[config.mk]
export PLATFORM = sky130hd
export DESIGN_NAME = mode_irq_ctrl
export DESIGN_NICKNAME = d
export VERILOG_FILES = /design/src/rtl/mic_pkg.sv /design/src/rtl/mic_sync.sv /design/src/rtl/mic_cfg.sv /design/src/rtl/mic_irq.sv /design/src/rtl/mode_irq_ctrl.sv
export SDC_FILE = /design/constraint.sdc
export NUM_CORES = 1
export LEC_CHECK = 0
export BUFFER_PORTS_ARGS = -buffer_cell sky130_fd_sc_hd__buf_2
export CAP_MARGIN = 15
export CORE_MARGIN = 8
export CORE_UTILIZATION = 45
export CTS_CLUSTER_DIAMETER = 200
export CTS_CLUSTER_SIZE = 24
export DETAILED_ROUTE_END_ITERATION = 7
export PLACE_DENSITY = 0.66
export SYNTH_ARGS = -nofsm -noshare
export SYNTH_HDL_FRONTEND = slang
export SYNTH_SLANG_ARGS = --single-unit
[constraint.sdc]
create_clock -name clk -period 2.3 [get_ports clk]
set_clock_uncertainty 0.1 [all_clocks]
set_input_delay 0.115 -clock clk [delete_from_list [all_inputs] [get_ports clk]]
set_output_delay 0.115 -clock clk [all_outputs]
set_load 0.01 [all_outputs]
[src/rtl/mic_pkg.sv]
package mic_pkg;

    typedef enum logic [1:0] {
        FN_IRQ   = 2'b00,
        FN_GPIN  = 2'b01,
        FN_GPOUT = 2'b10,
        FN_OFF   = 2'b11
    } pin_func_e;

    typedef enum logic [1:0] {
        ST_RESET  = 2'b00,
        ST_SETTLE = 2'b01,
        ST_RUN    = 2'b10
    } ctrl_state_e;

    localparam logic TRIG_LEVEL = 1'b0;
    localparam logic TRIG_FALL  = 1'b1;

endpackage

[src/rtl/mic_sync.sv]
// Multi-stage synchronizer without reset, so that it keeps following the
// pins while the chip is held in reset; also keeps one delayed copy for
// edge detection.
module mic_sync #(
    parameter int W      = 4,
    parameter int STAGES = 2
) (
    input  logic         clk,
    input  logic [W-1:0] din,
    output logic [W-1:0] dout,
    output logic [W-1:0] prev
);

    logic [W-1:0] chain [STAGES];
    logic [W-1:0] prev_q;

    for (genvar s = 0; s < STAGES; s++) begin : g_stage
        if (s == 0) begin : g_first
            always_ff @(posedge clk) chain[s] <= din;
        end else begin : g_next
            always_ff @(posedge clk) chain[s] <= chain[s-1];
        end
    end

    always_ff @(posedge clk) prev_q <= chain[STAGES-1];

    assign dout = chain[STAGES-1];
    assign prev = prev_q;

endmodule

[src/rtl/mic_cfg.sv]
// Per-pin configuration registers and shared output-data register.
module mic_cfg
    import mic_pkg::*;
#(
    parameter int NPINS = 4,
    parameter int SEL_W = 2
) (
    input  logic                    clk,
    input  logic                    rst_n,
    input  logic                    cfg_we,
    input  logic [SEL_W-1:0]        cfg_sel,
    input  pin_func_e               cfg_func,
    input  logic                    cfg_trig,
    input  logic                    cfg_en,
    input  logic                    gpo_we,
    input  logic [NPINS-1:0]        gpo_data,
    output pin_func_e [NPINS-1:0]   func_o,
    output logic [NPINS-1:0]        trig_o,
    output logic [NPINS-1:0]        en_o,
    output logic [NPINS-1:0]        gpo_o
);

    for (genvar g = 0; g < NPINS; g++) begin : g_pin
        logic hit;
        assign hit = cfg_we && (cfg_sel == SEL_W'(g));

        always_ff @(posedge clk or negedge rst_n) begin
            if (!rst_n) begin
                func_o[g] <= FN_IRQ;
                trig_o[g] <= TRIG_LEVEL;
                en_o[g]   <= 1'b0;
            end else if (hit) begin
                func_o[g] <= cfg_func;
                trig_o[g] <= cfg_trig;
                en_o[g]   <= cfg_en;
            end
        end
    end

    always_ff @(posedge clk or negedge rst_n) begin
        if (!rst_n)      gpo_o <= '0;
        else if (gpo_we) gpo_o <= gpo_data;
    end

endmodule

[src/rtl/mic_irq.sv]
// Interrupt request generation: level follow or sticky falling-edge pending.
module mic_irq
    import mic_pkg::*;
#(
    parameter int NPINS = 4
) (
    input  logic                    clk,
    input  logic                    rst_n,
    input  logic                    run,
    input  logic [NPINS-1:0]        pin_s,
    input  logic [NPINS-1:0]        pin_prev,
    input  pin_func_e [NPINS-1:0]   func,
    input  logic [NPINS-1:0]        trig,
    input  logic [NPINS-1:0]        en,
    input  logic [NPINS-1:0]        pend_clr,
    output logic [NPINS-1:0]        irq_o
);

    logic [NPINS-1:0] pend_q;

    for (genvar g = 0; g < NPINS; g++) begin : g_pin
        logic armed;
        logic fall;
        logic pend_d;

        assign armed = run && (func[g] == FN_IRQ) && en[g];
        assign fall  = pin_prev[g] && !pin_s[g];

        always_comb begin
            if (!armed || (trig[g] != TRIG_FALL)) pend_d = 1'b0;
            else                                  pend_d = (pend_q[g] && !pend_clr[g]) || fall;
        end

        always_ff @(posedge clk or negedge rst_n) begin
            if (!rst_n) pend_q[g] <= 1'b0;
            else        pend_q[g] <= pend_d;
        end

        assign irq_o[g] = armed && ((trig[g] == TRIG_FALL) ? pend_q[g] : !pin_s[g]);
    end

endmodule

[src/rtl/mode_irq_ctrl.sv]
// Top: start-up controller, boot-mode latch, pin function muxing.
module mode_irq_ctrl
    import mic_pkg::*;
#(
    parameter int NPINS       = 4,
    parameter int SYNC_STAGES = 2,
    localparam int SEL_W      = (NPINS > 1) ? $clog2(NPINS) : 1
) (
    input  logic             clk,
    input  logic             rst_n,
    input  logic [NPINS-1:0] pin_i,
    input  logic             cfg_we,
    input  logic [SEL_W-1:0] cfg_sel,
    input  logic [1:0]       cfg_func,
    input  logic             cfg_trig,
    input  logic             cfg_en,
    input  logic             gpo_we,
    input  logic [NPINS-1:0] gpo_data,
    input  logic [NPINS-1:0] pend_clr,
    output logic [NPINS-1:0] mode_o,
    output logic [NPINS-1:0] irq_o,
    output logic [NPINS-1:0] gpio_rd_o,
    output logic [NPINS-1:0] pad_oe_o,
    output logic [NPINS-1:0] pad_do_o
);

    ctrl_state_e            state_q;
    ctrl_state_e            state_d;
    logic                   track_mode;
    logic                   run;
    logic [NPINS-1:0]       pin_s;
    logic [NPINS-1:0]       pin_prev;
    logic [NPINS-1:0]       mode_q;
    pin_func_e [NPINS-1:0]  func_q;
    logic [NPINS-1:0]       trig_q;
    logic [NPINS-1:0]       en_q;
    logic [NPINS-1:0]       gpo_q;

    // State register (T_RESET is the asynchronous entry)
    always_ff @(posedge clk or negedge rst_n) begin
        if (!rst_n) state_q <= ST_RESET;
        else        state_q <= state_d;
    end

    always_comb begin
        state_d = state_q;
        unique case (state_q)
            ST_RESET:  state_d = ST_SETTLE;  // T_RELEASE
            ST_SETTLE: state_d = ST_RUN;     // T_ARM
            ST_RUN:    state_d = ST_RUN;
            default:   state_d = ST_RESET;
        endcase
    end

    // State outputs
    always_comb begin
        track_mode = 1'b0;
        run        = 1'b0;
        unique case (state_q)
            ST_RESET:  track_mode = 1'b1;
            ST_SETTLE: ;
            ST_RUN:    run = 1'b1;
            default:   ;
        endcase
    end

    mic_sync #(.W(NPINS), .STAGES(SYNC_STAGES)) u_sync (
        .clk  (clk),
        .din  (pin_i),
        .dout (pin_s),
        .prev (pin_prev)
    );

    // Boot-mode latch: follows pins in reset, last load at T_RELEASE
    always_ff @(posedge clk) begin
        if (track_mode) mode_q <= pin_s;
    end
    assign mode_o = mode_q;

    mic_cfg #(.NPINS(NPINS), .SEL_W(SEL_W)) u_cfg (
        .clk      (clk),
        .rst_n    (rst_n),
        .cfg_we   (cfg_we),
        .cfg_sel  (cfg_sel),
        .cfg_func (pin_func_e'(cfg_func)),
        .cfg_trig (cfg_trig),
        .cfg_en   (cfg_en),
        .gpo_we   (gpo_we),
        .gpo_data (gpo_data),
        .func_o   (func_q),
        .trig_o   (trig_q),
        .en_o     (en_q),
        .gpo_o    (gpo_q)
    );

    mic_irq #(.NPINS(NPINS)) u_irq (
        .clk      (clk),
        .rst_n    (rst_n),
        .run      (run),
        .pin_s    (pin_s),
        .pin_prev (pin_prev),
        .func     (func_q),
        .trig     (trig_q),
        .en       (en_q),
        .pend_clr (pend_clr),
        .irq_o    (irq_o)
    );

    for (genvar g = 0; g < NPINS; g++) begin : g_pad
        assign gpio_rd_o[g] = (func_q[g] == FN_OFF) ? 1'b0 : pin_s[g];
        assign pad_oe_o[g]  = run && (func_q[g] == FN_GPOUT);
        assign pad_do_o[g]  = pad_oe_o[g] && gpo_q[g];
    end

endmodule

==> results.json, run 1 <==
{
  "place.gp.congestion": 0.712,
  "num_io_pins": 42,
  "fin_crit_sh_pct": 86.3,
  "post_drt_wl_per_cell_um": 15.2,
  "r2r_cells": 4,
  "critPathArrivalTime_ns": 1.77,
  "synthMuxAreaShare_pct": 14.0,
  "vias": 1099,
  "antenna_found_initial": 0,
  "drtAntennaViolNets": 0,
  "vdd_drop_max_v": 0.000433,
  "grt_max_degree": 27,
  "initial_core_util_pct": 47.4,
  "routed_wl_mm": 3.45,
  "syn_to_final_growth_pct": 34.1,
  "syn-cell-area_um2": 1610,
  "synth_seq_area_share_pct": 63.0,
  "end_kind": "output port",
  "diodes": 0,
  "synth_cells": 111,
  "slew_headroom_pct": 61.0,
  "required_ns": 2.09,
  "cts-root-buf": "clkbuf_4",
  "core_um2": 3390,
  "yosysWarnings": 0,
  "rows": 21,
  "portBuffers": 41,
  "post_cts_buffers": 0,
  "drv_slew": 0,
  "cts.path.max_buffers": 2,
  "nets": 204,
  "r2r-start": "state_q[0]",
  "hold_path_class": "primary input to flop",
  "grt_pass1_wl_mm": 5.56,
  "tns_ns": 0,
  "cts_tree": "done",
  "grt_pass1_vias": 1175,
  "synthAdderAreaFrac_pct": 2.34,
  "rsz0062_at_grt": "no",
  "cts.sinks": 42,
  "ff2ff_setup_slack_ns": 0.86,
  "dp_hpwl_mm": 2.48,
  "async_flop_share_pct": 61.9,
  "cp-start-kind": "flop",
  "clkTransAtPathRegs_ns": 0.11,
  "fmax_ghz": 0.504,
  "yosys.area_share.simple_pct": 13.6,
  "worst_pin_slew_ns": 0.585,
  "die_x_um": 75.7,
  "grt_usage_pct": 13.5,
  "die-area_um2": 5730,
  "avgSynthCellArea_um2": 14.5,
  "synth_xor_area_share_pct": 0,
  "dieHeight_um": 75.7,
  "ys_types": 16,
  "synth_top_area_share_pct": 40.5,
  "ys_ff_latch": 42,
  "leakagePower_nw": 0.985,
  "synth_compound_area_share_pct": 5.61,
  "vias_per_cell": 4.86,
  "fin_cells": 226,
  "worstHoldStart": "gpo_we",
  "first_pass_iters": 2,
  "fin_crit_ns": 1.99,
  "drv_cap": 0,
  "synth_top_family_by_area": "multiplexers",
  "synth_edf_count": 4,
  "hold_viol_final": 0,
  "run_status": "complete, no violations",
  "hold_end": "u_cfg.gpo_o[0]",
  "cellPowerDensity_nw_per_um2": 748,
  "yosysTopAreaCell": "dfrtp_1",
  "clkLatencyLatePin_ns": 0.35,
  "post_route_cells_drive_above_1_share_pct": 38.3,
  "crit_type": "flop to output port",
  "worst_hold_slack_ns": 0.0185,
  "timing.rr.end": "u_irq.pend_q[0]",
  "synthTopCellsByArea": "dfrtp_1 41%, dfxtp_1 15%, mux2_2 14%",
  "path_max_fanout": 8,
  "hold_depth": 2,
  "numCtsBuffers": 5,
  "setup_viol": 0,
  "syn_nets": 136,
  "gr-total-overflow": 0,
  "drtIter0Drc": 54,
  "drcViolationCount": 0,
  "ys.flop_type": "dfrtp_1",
  "ctsHtreeMaxLevel": 2,
  "dp_cells": 198
}
[registers in the layout, indices dropped and copies added (netlist names)]
register / cells
mode_o: 4
state_q: 2
u_cfg.func_o: 8
u_sync.prev: 4
u_cfg.trig_o: 4
u_cfg.gpo_o: 4
u_irq.pend_q: 4
u_cfg.en_o: 4
u_sync.chain: 8
[per-layer routing]
| metal | routed length [um] | global-route usage [%] |
|---|---|---|
| met5 | 0 | 0 |
| met4 | 60 | 6.40 |
| met3 | 231 | 4.87 |
| met1 | 1460 | 15.3 |
| met2 | 1690 | 22.2 |
[area by class of cell]
cell class	instances	area [um^2]
well taps	46	57.6
clock buffers	7	55.1
clock inverters	1	30.0
flip-flops and latches	42	1010
repair buffers	61	405
multi-input cells	63	572
fillers	258	1240
inverters	6	22.5
[Yosys cell counts, drive strengths merged, types with 2 or more instances]
cell	n
nand3b	2
dfxtp	12
nand4bb	4
inv	6
a21boi	4
ha	3
nor2b	4
dfrtp	26
and3b	4
and2	4
a211oi	8
edfxtp	4
nand2b	8
mux2	20
[power by group]
group | total [mW] | leakage, nW | internal (mW) | switching, mW
clock network | 0.478 | 0.0455 | 0.260 | 0.218
registers | 0.869 | 0.452 | 0.818 | 0.0508
logic | 0.264 | 0.487 | 0.155 | 0.109
[worst max-delay path, cell delays in order, from the launching register on]
cell and delay, ns:
dfrtp_1 0.38, inv_1 0.09, ha_1 0.35, nand4bb_1 0.20, a211oi_1 0.23, buf_2 0.17
[placed cells by master (no fill, tap or decap), types with 5 or more instances in the layout]
master / count
buf_2: 41
dfrtp_1: 26
mux2_2: 20
dlygate4sd3_1: 20
dfxtp_1: 12
a211oi_1: 8
nand2b_1: 8
inv_1: 6
clkbuf_4: 5
[logic make-up (layout without fill, tap and decap cells)]
group,count (synthesis),in the layout
flip-flops,42,42
multiplexers,20,20
adder cells (fa/ha/maj),3,3
buffers and inverters,6,75
AND/OR/NAND/NOR,28,28
AO/OA/AOI/OAI,12,12
[worst max-delay path by stage]
| stage | startpoint | endpoint | slack [ns] | cells past startpoint |
|---|---|---|---|---|
| 4_1_cts | state_q[0] | irq_o[0] | 0.22 | 5 |
| 3_5_place_dp | state_q[0] | irq_o[0] | 0.63 | 5 |
| 3_3_place_gp | state_q[0] | irq_o[0] | 0.75 | 5 |
| 2_1_floorplan | state_q[0] | irq_o[0] | 0.92 | 4 |
| 5_1_grt | state_q[0] | irq_o[1] | 0.16 | 5 |
| 6_report | state_q[0] | irq_o[0] | 0.31 | 5 |
[what timing repair did]
action                                 4_1_cts  5_1_grt
setup endpoints to repair                    0        0
hold buffers                                20        0
endpoints found under the hold margin       53        0
resized for setup                            0        0
[metrics by stage]
| stage | power (mW) | worst slack, ns | cell area (um^2) | utilization (%) |
|---|---|---|---|---|
| after floorplan | 1.01 | 0.923 | 1610 | - |
| after global placement | 1.11 | 0.753 | 1870 | 55.1 |
| after detailed placement | 1.12 | 0.635 | 1870 | 55.1 |
| after CTS | 1.63 | 0.221 | 2150 | 63.5 |
| after global routing | 1.70 | 0.159 | 2150 | 63.5 |
| final | 1.61 | 0.314 | 2150 | 63.5 |
Note: power is estimated with default switching activity, not from simulation.
==> run 2, diff against run 1 <==
==> constraint.sdc (replaced) <==
create_clock -name clk -period 2.3 [get_ports clk]
set_clock_uncertainty 0.1 [all_clocks]
set_input_delay 0.46 -clock clk [delete_from_list [all_inputs] [get_ports clk]]
set_output_delay 0.46 -clock clk [all_outputs]
set_load 0.01 [all_outputs]
==> results.json, run 2 (synthesis gave the netlist of run 1 again) <==
{
  "run_status": "complete, no violations",
  "routed_wl_mm": 3.24,
  "drcViolationCount": 0,
  "syn_to_final_growth_pct": 23.9,
  "rsz0062_at_grt": "no",
  "clkPwrFrac_pct": 30.2,
  "worst_pin_slew_ns": 0.570,
  "internal_power_mw": 1.21,
  "path_max_fanout": 7,
  "top_regs": "u_cfg.func_o (8), u_sync.chain (8)",
  "cts.path.max_buffers": 2,
  "diodes": 0,
  "antenna_found_initial": 0,
  "switching_share_pct": 23.6,
  "crit_type": "flop to output port",
  "pwr-share-comb_pct": 14.9,
  "fin_crit_ns": 2.19,
  "grt_pass1_wl_mm": 5.15,
  "fin_area_um2": 1990,
  "first_pass_iters": 4,
  "core_um2": 3390,
  "post_route_cells_drive_above_1_share_pct": 44.4,
  "portBuffers": 41,
  "dp_hpwl_mm": 2.48,
  "vias": 1028,
  "grt_usage_pct": 12.7,
  "grt_pass1_vias": 1074,
  "cp-start-kind": "flop",
  "gr-total-overflow": 0,
  "mostFrequentLayoutCells": "41 x buf_2, 26 x dfrtp_1, 20 x mux2_2",
  "drtAntennaViolNets": 0,
  "layout_commonest_cell": "buf_2",
  "vdd_drop_max_v": 0.000430,
  "fin_crit_sh_pct": 95.1,
  "drv_slew": 0,
  "nets": 186,
  "cellPowerDensity_nw_per_um2": 796,
  "p_seq_share_pct": 54.9,
  "rows": 21,
  "dieHeight_um": 75.7,
  "die_x_um": 75.7,
  "ctsHtreeMaxLevel": 2,
  "dp_slack_ns": 0.290,
  "drtIter0Drc": 31,
  "dpl_cell_area_um2": 1870,
  "place.gp.congestion": 0.712,
  "die-area_um2": 5730,
  "clkLatencyLatePin_ns": 0.34,
  "num_io_pins": 42,
  "fin_util_pct": 58.7,
  "hold_viol_final": 0,
  "netSwitchingPower_mw": 0.373,
  "slew_headroom_pct": 62.0,
  "end_kind": "output port",
  "hold_path_class": "primary input to flop",
  "fin_ws_ns": 0.112,
  "clkTransAtPathRegs_ns": 0.12,
  "cts_tree": "done",
  "drv_cap": 0,
  "setup_viol": 0,
  "initial_core_util_pct": 47.4,
  "numCtsBuffers": 5,
  "required_ns": 1.74,
  "post_drt_wl_per_cell_um": 15.6,
  "fmax_ghz": 0.457,
  "vias_per_cell": 4.94,
  "critPathArrivalTime_ns": 1.63,
  "tns_ns": 0,
  "leakagePower_nw": 0.911,
  "cts-root-buf": "clkbuf_4",
  "grt_max_degree": 27,
  "cts.sinks": 42
}
## run 2: cell types whose count changed in the layout (fill, tap and decap cells not counted), sizes merged
cell,before,now
dlygate4sd3,20,1
buf,41,42
## run 2: per-stage QoR
stage / total power [mW] / std cells / hold WS (ns)
floorplan: 1.01 / 111 / 0.0644
global placement: 1.11 / 198 / 0.211
detailed placement: 1.12 / 198 / 0.212
CTS: 1.60 / 207 / 0.0875
global route: 1.67 / 208 / 0.0712
finish: 1.58 / 208 / 0.103
## run 2: routing by layer
layer / wire length [um] / track usage [%] / vias to the layer above
met5: 0 / 0 / -
met4: 56 / 6.40 / 0
met3: 244 / 5.00 / 6
met2: 1540 / 19.8 / 32
met1: 1390 / 14.7 / 495
li1: - / - / 495
## run 2: path summary, 6_finish.rpt
kind,startpoint,end,slack [ns],cells after the start
worst max-delay path,state_q[0],irq_o[0],0.11,5
worst max register to register,state_q[0],u_irq.pend_q[0],0.98,4
max in group asynchronous,rst_n,u_cfg.func_o[0],1.18,2
worst min register to register,u_sync.chain[0][1],u_sync.chain[0][5],0.24,0
min in group asynchronous,rst_n,u_irq.pend_q[3],0.53,2
worst min-delay path,pin_i[3],u_sync.chain[0][3],0.10,1
## run 2: repair_timing
item                                   4_1_cts  5_1_grt
buffers inserted                             0        1
endpoints found under the hold margin       13        0
setup endpoints to repair                    4        2
resized for setup                            2        1
pin swaps                                    0        1
hold buffers                                 1        0
## run 2: final cells by class
| class | count | area (um^2) |
|---|---|---|
| fill | 282 | 1400 |
| tap | 46 | 57.6 |
| timing repair buffer | 43 | 223 |
| sequential | 42 | 1010 |
| clock inverter | 1 | 30.0 |
| clock buffer | 7 | 55.1 |
| multi-input combinational | 63 | 589 |
| inverter | 6 | 22.5 |
## run 2: power by group through the flow
stage	logic (mW)	clock network, mW	registers (mW)
after floorplan	0.149	0	0.865
final	0.236	0.477	0.869
after global placement	0.229	0	0.879
after global routing	0.265	0.522	0.880
after detailed placement	0.238	0	0.884
after CTS	0.240	0.496	0.868
## run 2: critical path, cell delays in order, from the launching register on
cell and delay (ns):
dfrtp_1 0.38, inv_1 0.13, ha_4 0.20, nand4bb_1 0.19, a211oi_2 0.23, buf_2 0.16
